File: src/rtl/hmmon_pkg.sv
package hmmon_pkg;
  localparam int unsigned NUM_CNT  = 2;
  localparam int unsigned CTRL_W   = 2 * NUM_CNT;
  localparam int unsigned SEL_W    = 2;
  localparam int unsigned IDX_HIT  = 0;
  localparam int unsigned IDX_MISS = 1;

  typedef enum logic [SEL_W-1:0] {
    SEL_CTRL = 2'd0,
    SEL_HIT  = 2'd1,
    SEL_MISS = 2'd2,
    SEL_NONE = 2'd3
  } rd_sel_e;
endpackage

File: src/rtl/hmmon_sat_counter.sv
module hmmon_sat_counter #(
  parameter int unsigned W = 32
) (
  input  logic         clk,
  input  logic         rst,
  input  logic         clr,
  input  logic         run,
  input  logic         evt,
  output logic [W-1:0] count
);
  localparam logic [W-1:0] MAXV = '1;
  localparam logic [W-1:0] ONE  = {{(W-1){1'b0}}, 1'b1};

  logic at_max;
  logic bump;

  assign at_max = (count == MAXV);
  assign bump   = run && evt && !at_max;

  // clear has priority over a count in the same cycle
  always_ff @(posedge clk) begin
    if (rst || clr) begin
      count <= '0;
    end else if (bump) begin
      count <= count + ONE;
    end
  end
endmodule

File: src/rtl/hmmon_ctrl.sv
module hmmon_ctrl #(
  parameter int unsigned N = 2,
  localparam int unsigned CW = 2 * N
) (
  input  logic          clk,
  input  logic          rst,
  input  logic          we,
  input  logic [CW-1:0] wdata,
  output logic [N-1:0]  run,
  output logic [N-1:0]  clr,
  output logic [CW-1:0] word
);
  logic [CW-1:0] word_q;

  always_ff @(posedge clk) begin
    if (rst) begin
      word_q <= '0;
    end else if (we) begin
      word_q <= wdata;
    end
  end

  // run bits low, clear bits N positions above their run bit
  assign run  = word_q[N-1:0];
  assign clr  = word_q[CW-1:N];
  assign word = word_q;
endmodule

File: src/rtl/hmmon_readback.sv
module hmmon_readback
  import hmmon_pkg::*;
#(
  parameter int unsigned W  = 32,
  parameter int unsigned CW = 4
) (
  input  logic             clk,
  input  logic             rst,
  input  logic             rd_en,
  input  logic [SEL_W-1:0] rd_sel,
  input  logic [CW-1:0]    ctrl_word,
  input  logic [W-1:0]     hit_val,
  input  logic [W-1:0]     miss_val,
  output logic [W-1:0]     rd_data,
  output logic             rd_valid
);
  logic [W-1:0] mux_val;
  logic [W-1:0] ctrl_ext;

  assign ctrl_ext = {{(W-CW){1'b0}}, ctrl_word};

  always_comb begin
    case (rd_sel)
      SEL_CTRL: mux_val = ctrl_ext;
      SEL_HIT:  mux_val = hit_val;
      SEL_MISS: mux_val = miss_val;
      default:  mux_val = '0;
    endcase
  end

  always_ff @(posedge clk) begin
    if (rst) begin
      rd_data  <= '0;
      rd_valid <= 1'b0;
    end else begin
      rd_valid <= rd_en;
      if (rd_en) begin
        rd_data <= mux_val;
      end
    end
  end
endmodule

File: src/rtl/hitmiss_monitor.sv
module hitmiss_monitor
  import hmmon_pkg::*;
#(
  parameter int unsigned CNT_W = 32
) (
  input  logic             clk,
  input  logic             rst,
  input  logic             hit_evt,
  input  logic             miss_evt,
  input  logic             ctrl_we,
  input  logic [3:0]       ctrl_wdata,
  input  logic             rd_en,
  input  logic [1:0]       rd_sel,
  output logic [CNT_W-1:0] rd_data,
  output logic             rd_valid,
  output logic [CNT_W-1:0] hit_count,
  output logic [CNT_W-1:0] miss_count
);
  logic [NUM_CNT-1:0] run_w;
  logic [NUM_CNT-1:0] clr_w;
  logic [CTRL_W-1:0]  ctrl_word;
  logic [NUM_CNT-1:0] evt_vec;
  logic [CNT_W-1:0]   cnt_arr [NUM_CNT];

  assign evt_vec[IDX_HIT]  = hit_evt;
  assign evt_vec[IDX_MISS] = miss_evt;

  hmmon_ctrl #(.N(NUM_CNT)) u_ctrl (
    .clk   (clk),
    .rst   (rst),
    .we    (ctrl_we),
    .wdata (ctrl_wdata),
    .run   (run_w),
    .clr   (clr_w),
    .word  (ctrl_word)
  );

  for (genvar g = 0; g < NUM_CNT; g++) begin : g_cnt
    hmmon_sat_counter #(.W(CNT_W)) u_cnt (
      .clk   (clk),
      .rst   (rst),
      .clr   (clr_w[g]),
      .run   (run_w[g]),
      .evt   (evt_vec[g]),
      .count (cnt_arr[g])
    );
  end

  assign hit_count  = cnt_arr[IDX_HIT];
  assign miss_count = cnt_arr[IDX_MISS];

  hmmon_readback #(.W(CNT_W), .CW(CTRL_W)) u_rd (
    .clk       (clk),
    .rst       (rst),
    .rd_en     (rd_en),
    .rd_sel    (rd_sel),
    .ctrl_word (ctrl_word),
    .hit_val   (cnt_arr[IDX_HIT]),
    .miss_val  (cnt_arr[IDX_MISS]),
    .rd_data   (rd_data),
    .rd_valid  (rd_valid)
  );
endmodule

File: config.mk
export PLATFORM = sky130hd
export DESIGN_NAME = hitmiss_monitor
export DESIGN_NICKNAME = d
export VERILOG_FILES = /design/src/rtl/hmmon_pkg.sv /design/src/rtl/hmmon_sat_counter.sv /design/src/rtl/hmmon_ctrl.sv /design/src/rtl/hmmon_readback.sv /design/src/rtl/hitmiss_monitor.sv
export SDC_FILE = /design/constraint.sdc
export NUM_CORES = 1
export LEC_CHECK = 0
export ABC_AREA = 1
export ABC_CLOCK_PERIOD_IN_PS = 2520
export BUFFER_PORTS_ARGS = -buffer_cell sky130_fd_sc_hd__buf_2
export CAP_MARGIN = 20
export CORE_MARGIN = 3
export CORE_UTILIZATION = 50
export CTS_BUF_LIST = sky130_fd_sc_hd__clkbuf_4
export DETAILED_ROUTE_END_ITERATION = 12
export GPL_TIMING_DRIVEN = 1
export PLACE_DENSITY = 0.69
export SLEW_MARGIN = 20
export SYNTH_ARGS = -nofsm -noshare
export SYNTH_HDL_FRONTEND = slang
export SYNTH_SLANG_ARGS = --single-unit
export TNS_END_PERCENT = 10
File: constraint.sdc
create_clock -name clk -period 2.52 [get_ports clk]
set_clock_uncertainty 0.15 [all_clocks]
set_input_delay 0.126 -clock clk [delete_from_list [all_inputs] [get_ports clk]]
set_output_delay 0.126 -clock clk [all_outputs]
set_load 0.01 [all_outputs]
Word-level counts from Yosys, hierarchy flattened
Index checks and enable logic that the tools add are counted.
{ "word_totals": {"register_bits": 101, "latch_bits": 0, "mem_bits_rw": 0, "mem_bits_ro": 0, "in_bits": 12, "out_inout_bits": 97, "n_memories": 0} }
{ "classes": {"addsub": 2, "multipliers": 0, "n_div": 0, "magnitude_cmp": 0, "n_eq_ne": 4, "shifts": 0, "mux": 1, "bitwise": 0, "n_reduce_logical": 9} }
{ "op_table": {"columns": ["cell", "n"], "rows": [
  ["32-bit case mux with 3 select lines", 1],
  ["32-bit by 1-bit adder with 32-bit output, second input constant", 2],
  ["32-bit equality test, second input constant", 2],
  ["1-bit logical AND", 4],
  ["2-bit by 1-bit equality test with 1-bit output, second input constant", 1],
  ["2-bit equality test, second input constant", 1],
  ["1-bit zero test", 2],
  ["2-bit zero test", 1],
  ["1-bit logical OR", 2]
]} }

Logic depth before layout (Yosys ltp)
{ "logic_depth": {"word_depth": 3, "ltp_mapped": 11} }

Hierarchy
A second synthesis with hierarchy kept.
{ "unflattened": {"cells_unflattened": 939, "hier_area_um2": 6047.0} }
{ "by_module_without_submodules": {"columns": ["mod", "instances", "cells_each", "area_each_um2", "seq_area_each_um2"], "rows": [
  ["hmmon_sat_counter", 2, 314, 2014.4, 640.6],
  ["hmmon_readback", 1, 281, 1815.5, 660.6],
  ["hmmon_ctrl", 1, 30, 202.7, 80.1]
]} }

Worst setup path before layout
OpenSTA, ideal clock, no wires.
{ "synth_path": {"path_kind": "register to register", "from": "register g_cnt[1].u_cnt.count[1]", "to": "register g_cnt[1].u_cnt.count[31]", "arrival_ns": 1.493, "required_ns": 2.255, "setup_slack_ns": 0.762, "path_stages_with_launch": 10, "period_less_slack_ns": 1.758, "cell_sequence": "dfxtp_1 > ha_1 > nand2_2 > nor2_2 > nand2_1 > nor2_2 > nand3b_2 > buf_6 > a21oi_1 > nor2_1"} }
{ "synth_via": {"elab_chain_cells": 3} }
{ "synth_lines": {"columns": ["element", "line_no", "source"], "rows": [
  ["start, declared", "hmmon_sat_counter.sv:9", "output logic [W-1:0] count"],
  ["start signal, assigned", "hmmon_sat_counter.sv:25", "count <= count + ONE;"],
  ["branches (longest 3 deep; another with 32-bit by 1-bit adder with 32-bit output)", null, null]
]} }
Parallel ways; which one is timed is not known.
A chain may end at the register's enable or synchronous reset.

Worst setup path in the final report
{ "layout_path": {"from": "input rd_sel[1]", "to": "register u_rd.rd_data[2]"} }
{ "layout_via": {"elab_chain_cells": 2} }
{ "layout_lines": {"columns": ["element", "line_no", "source"], "rows": [
  ["start, declared", "hitmiss_monitor.sv:13", "input logic [1:0] rd_sel,"],
  ["2-bit equality test, or another cell as far along", "hmmon_readback.sv:23", "case (rd_sel)"],
  ["32-bit case mux with 3 select lines (*)", "hmmon_readback.sv:23", null],
  ["end signal, assigned", "hmmon_readback.sv:38", "rd_data <= mux_val;"],
  ["end, declared", "hmmon_readback.sv:14", "output logic [W-1:0] rd_data,"]
]} }
Every way passes the cells marked *; elsewhere a longest branch is shown, timed or not.

==> impl_metrics.toml <==
[placed_design]
place_area_mm2 = 0.00636
numPortBuffers = 108
place.gp.congestion = 0.995
post-place-ws_ns = 0.414
hpwl_um = 13200

[clock_network]
cts_root_buf = "clkbuf_4"
clk_pin_slew_ns = 0.14
cts_tree = "built"
cts_buffers = 9
postCtsResizedCells = 0
clockBufferDepth = 2
htreeDepth = 3
clk_latency_ns = 0.48
cts.sinks = 101
postCtsSetupRepairBufs = 0

[worst_hold_path]
hp-start = "miss_evt"
min_to = "g_cnt[1].u_cnt.count[4]$_SDFFE_PP0P_"
hold_path_depth = 6
hold_path.class = "primary input to register"

[route]
vias = 6181
drt-total-wl_um = 17500
drc = 0
vias_per_cell = 5.24
postRouteAntennaNets = 0
wl_per_cell_um = 14.8
drt-initial-drc-count = 520
firstDrtPassIters = 5

[floorplanning]
die_area_mm2 = 0.0126
start_util_pct = 51.7
die_x_um = 112
coreArea_mm2 = 0.0109
die-height_um = 112
rows = 38
boundaryPins = 109

[grt]
grt_usage_pct = 27.6
busiest_layer = "met2"
grt_pass1_wl_um = 28100
grtUsageMet1_pct = 37.1
antenna_found_initial = 0
overflow = 0
grt_max_degree = 29
grt_pass1_vias = 5562
grtUsageMet2_pct = 44.5
grtUsageMet3_pct = 4.91

[power]
netSwitchingFraction_pct = 27.2
seqPwrFrac_pct = 61.8
power.share.clock_pct = 29.1
comb_power_share_pct = 9.0
finalPower_mw = 2.66
p_sw_uw = 723
p_int_mw = 1.94
power_density_mw_per_mm2 = 400
p_leak_nw = 2.99
vdd_ir_drop_max_uv = 224

[synthesis]
post-synth-top-area-cell = "dfxtp_1"
synth_area_per_cell_um2 = 6.23
ys_warn_count = 0
yosysSeqAreaShare_pct = 35.8
postSynthNetCount = 922
syn_area_mm2 = 0.00566
postSynthCellCount = 908
synthDistinctLibCells = 31
synthTopCellsByArea = "dfxtp_1 (36%), nand2_1 (16%), nor2_1 (12%), inv_1 (7.1%), nand3_1 (6.0%)"
ys_ff_latch = 101
synth_top_area_share_pct = 35.8

[final_layout]
final_area_mm2 = 0.00665
drive_above_1_share_pct = 17.7
layout.nets = 1049
area_growth_pct = 17.6
layout_commonest_cell = "nand2_1"
diodes = 0
final_cell_mix = "nand2_1 (242), nor2_1 (188), buf_2 (108)"
fill_cells = 1141

[timing]
fin_crit_sh_pct = 90.1
tightest_slew_ns = 0.771
fin_hold_ws_ns = 0.149
tns_ns = 0
max_freq_ghz = 0.440
slew_viol_final = 0
setup_viol = 0
setup_ws_ns = 0.250
rsz0062_at_grt = "false"
hold_viol_final = 0
finalCriticalPeriod_ns = 2.27
slew_headroom_pct = 48.6

[critical_path]
crit_path_top_delay_cell = "dlygate4sd3_1"
path_cells = "dlygate4sd3_1 > buf_2 > nor2_1 > dlygate4sd3_1 > nand2_1 > nand3_1 > nand2_1 > dlygate4sd3_1 > a21oi_1"
arrival_ns = 2.53
cp-start-kind = "primary input"
crit_top_cell = "dlygate4sd3_1"
worstSetupEndpointType = "register"
reg2reg_to = "g_cnt[1].u_cnt.count[15]$_SDFFE_PP0P_"
crit_type = "primary input to register"
critical-path-max-stage-delay_ns = 0.65
cp.required_ns = 2.78
critPathBufInv = 4
path_max_fanout = 3
cp_top_family = "buffers and inverters"
reg2reg_from = "g_cnt[1].u_cnt.count[1]$_SDFFE_PP0P_"
rr_worst_depth = 11
r2r_setup_slack_ns = 0.38

[run]
cap_violations = 0

[outcome]
status = "complete, no violations"
kinds of logic (layout without fill, tap and decap cells):
group / count (synthesis) / count (layout) / synth area share (%)
AOI/OAI and AO/OA: 104 / 104 / 10.8
xor gates and xnor gates: 4 / 4 / 0.619
adders and majority gates: 2 / 2 / 0.442
buffers and inverters: 139 / 271 / 10.2
DFF: 101 / 101 / 35.8
and+or+nand+nor: 558 / 558 / 42.1
final cells by class:
class	count	area [um^2]	area share [%]
tap	140	175	2.63
multi-input combinational	668	3060	45.9
clock inverter	5	27.5	0.414
inverter	110	413	6.21
sequential	101	2020	30.4
timing repair buffer	145	876	13.2
clock buffer	11	82.6	1.24
flip-flops by register name (all words and copies together), names as in the netlist:
name,cells
u_rd.rd_valid,1
u_ctrl.word,4
g_cnt.u_cnt.count,64
u_rd.rd_data,32
worst max path at each step:
stage                                                    start                               endpoint  slack [ns]  cells past startpoint
final                                                rd_sel[1]           u_rd.rd_data[2]$_SDFFE_PP0P_        0.25                      9
after global routing                                 rd_sel[0]           u_rd.rd_data[2]$_SDFFE_PP0P_        0.19                     11
after CTS                                            rd_sel[0]           u_rd.rd_data[2]$_SDFFE_PP0P_        0.37                     11
after detailed placement  g_cnt[1].u_cnt.count[1]$_SDFFE_PP0P_  g_cnt[1].u_cnt.count[25]$_SDFFE_PP0P_        0.41                     11
after global placement    g_cnt[1].u_cnt.count[1]$_SDFFE_PP0P_  g_cnt[1].u_cnt.count[15]$_SDFFE_PP0P_        0.49                     11
after floorplan           g_cnt[1].u_cnt.count[1]$_SDFFE_PP0P_  g_cnt[1].u_cnt.count[31]$_SDFFE_PP0P_        0.76                      9
synthesized netlist by cell type:
cell type / n
inv_2: 2
and2_1: 2
nand3_2: 3
buf_2: 6
o211ai_1: 1
inv_1: 107
clkinv_1: 1
buf_4: 1
nand2_1: 242
o221ai_1: 15
a31oi_1: 6
nand3b_2: 1
o21ai_1: 2
nor2_2: 13
nand4_1: 19
nor3b_1: 1
nand3_1: 68
xor2_1: 4
nand2_4: 2
nor2_4: 4
nor2_1: 188
dfxtp_1: 101
buf_6: 6
a31o_2: 7
a21oi_1: 39
ha_1: 2
clkbuf_1: 16
nor3_1: 5
o21ai_0: 34
nand3_4: 1
nand2_2: 9
power by group through the flow:
stage               logic, mW  clock network (mW)  registers [mW]
floorplan               0.129                   0            1.69
global placement        0.216                   0            1.68
detailed placement      0.218                   0            1.68
CTS                     0.240               0.804            1.65
global route            0.268               0.857            1.65
finish                  0.241               0.776            1.65
per-stage QoR:
step,instances,utilization [%]
floorplan,908,-
global placement,1146,58.2
detailed placement,1146,58.2
CTS,1180,60.8
global route,1180,60.8
finish,1180,60.8
timing repair:
item	CTS	global route
setup endpoints to repair	0	0
endpoints found under the hold margin	16	0
hold buffers	18	0
per-layer routing:
layer / up-vias / wire length (um)
met3: 34 / 1270
met5: - / 0
met2: 251 / 8060
li1: 3141 / -
met1: 2755 / 7740
met4: 0 / 438
worst min-delay path, stage by stage:
cell	delay, ns
buf_2	0.10
nand2_1	0.17
nor2_1	0.13
nand3_1	0.08
nand2_1	0.05
nor2_1	0.07
Note: power is estimated with default switching activity, not from simulation.
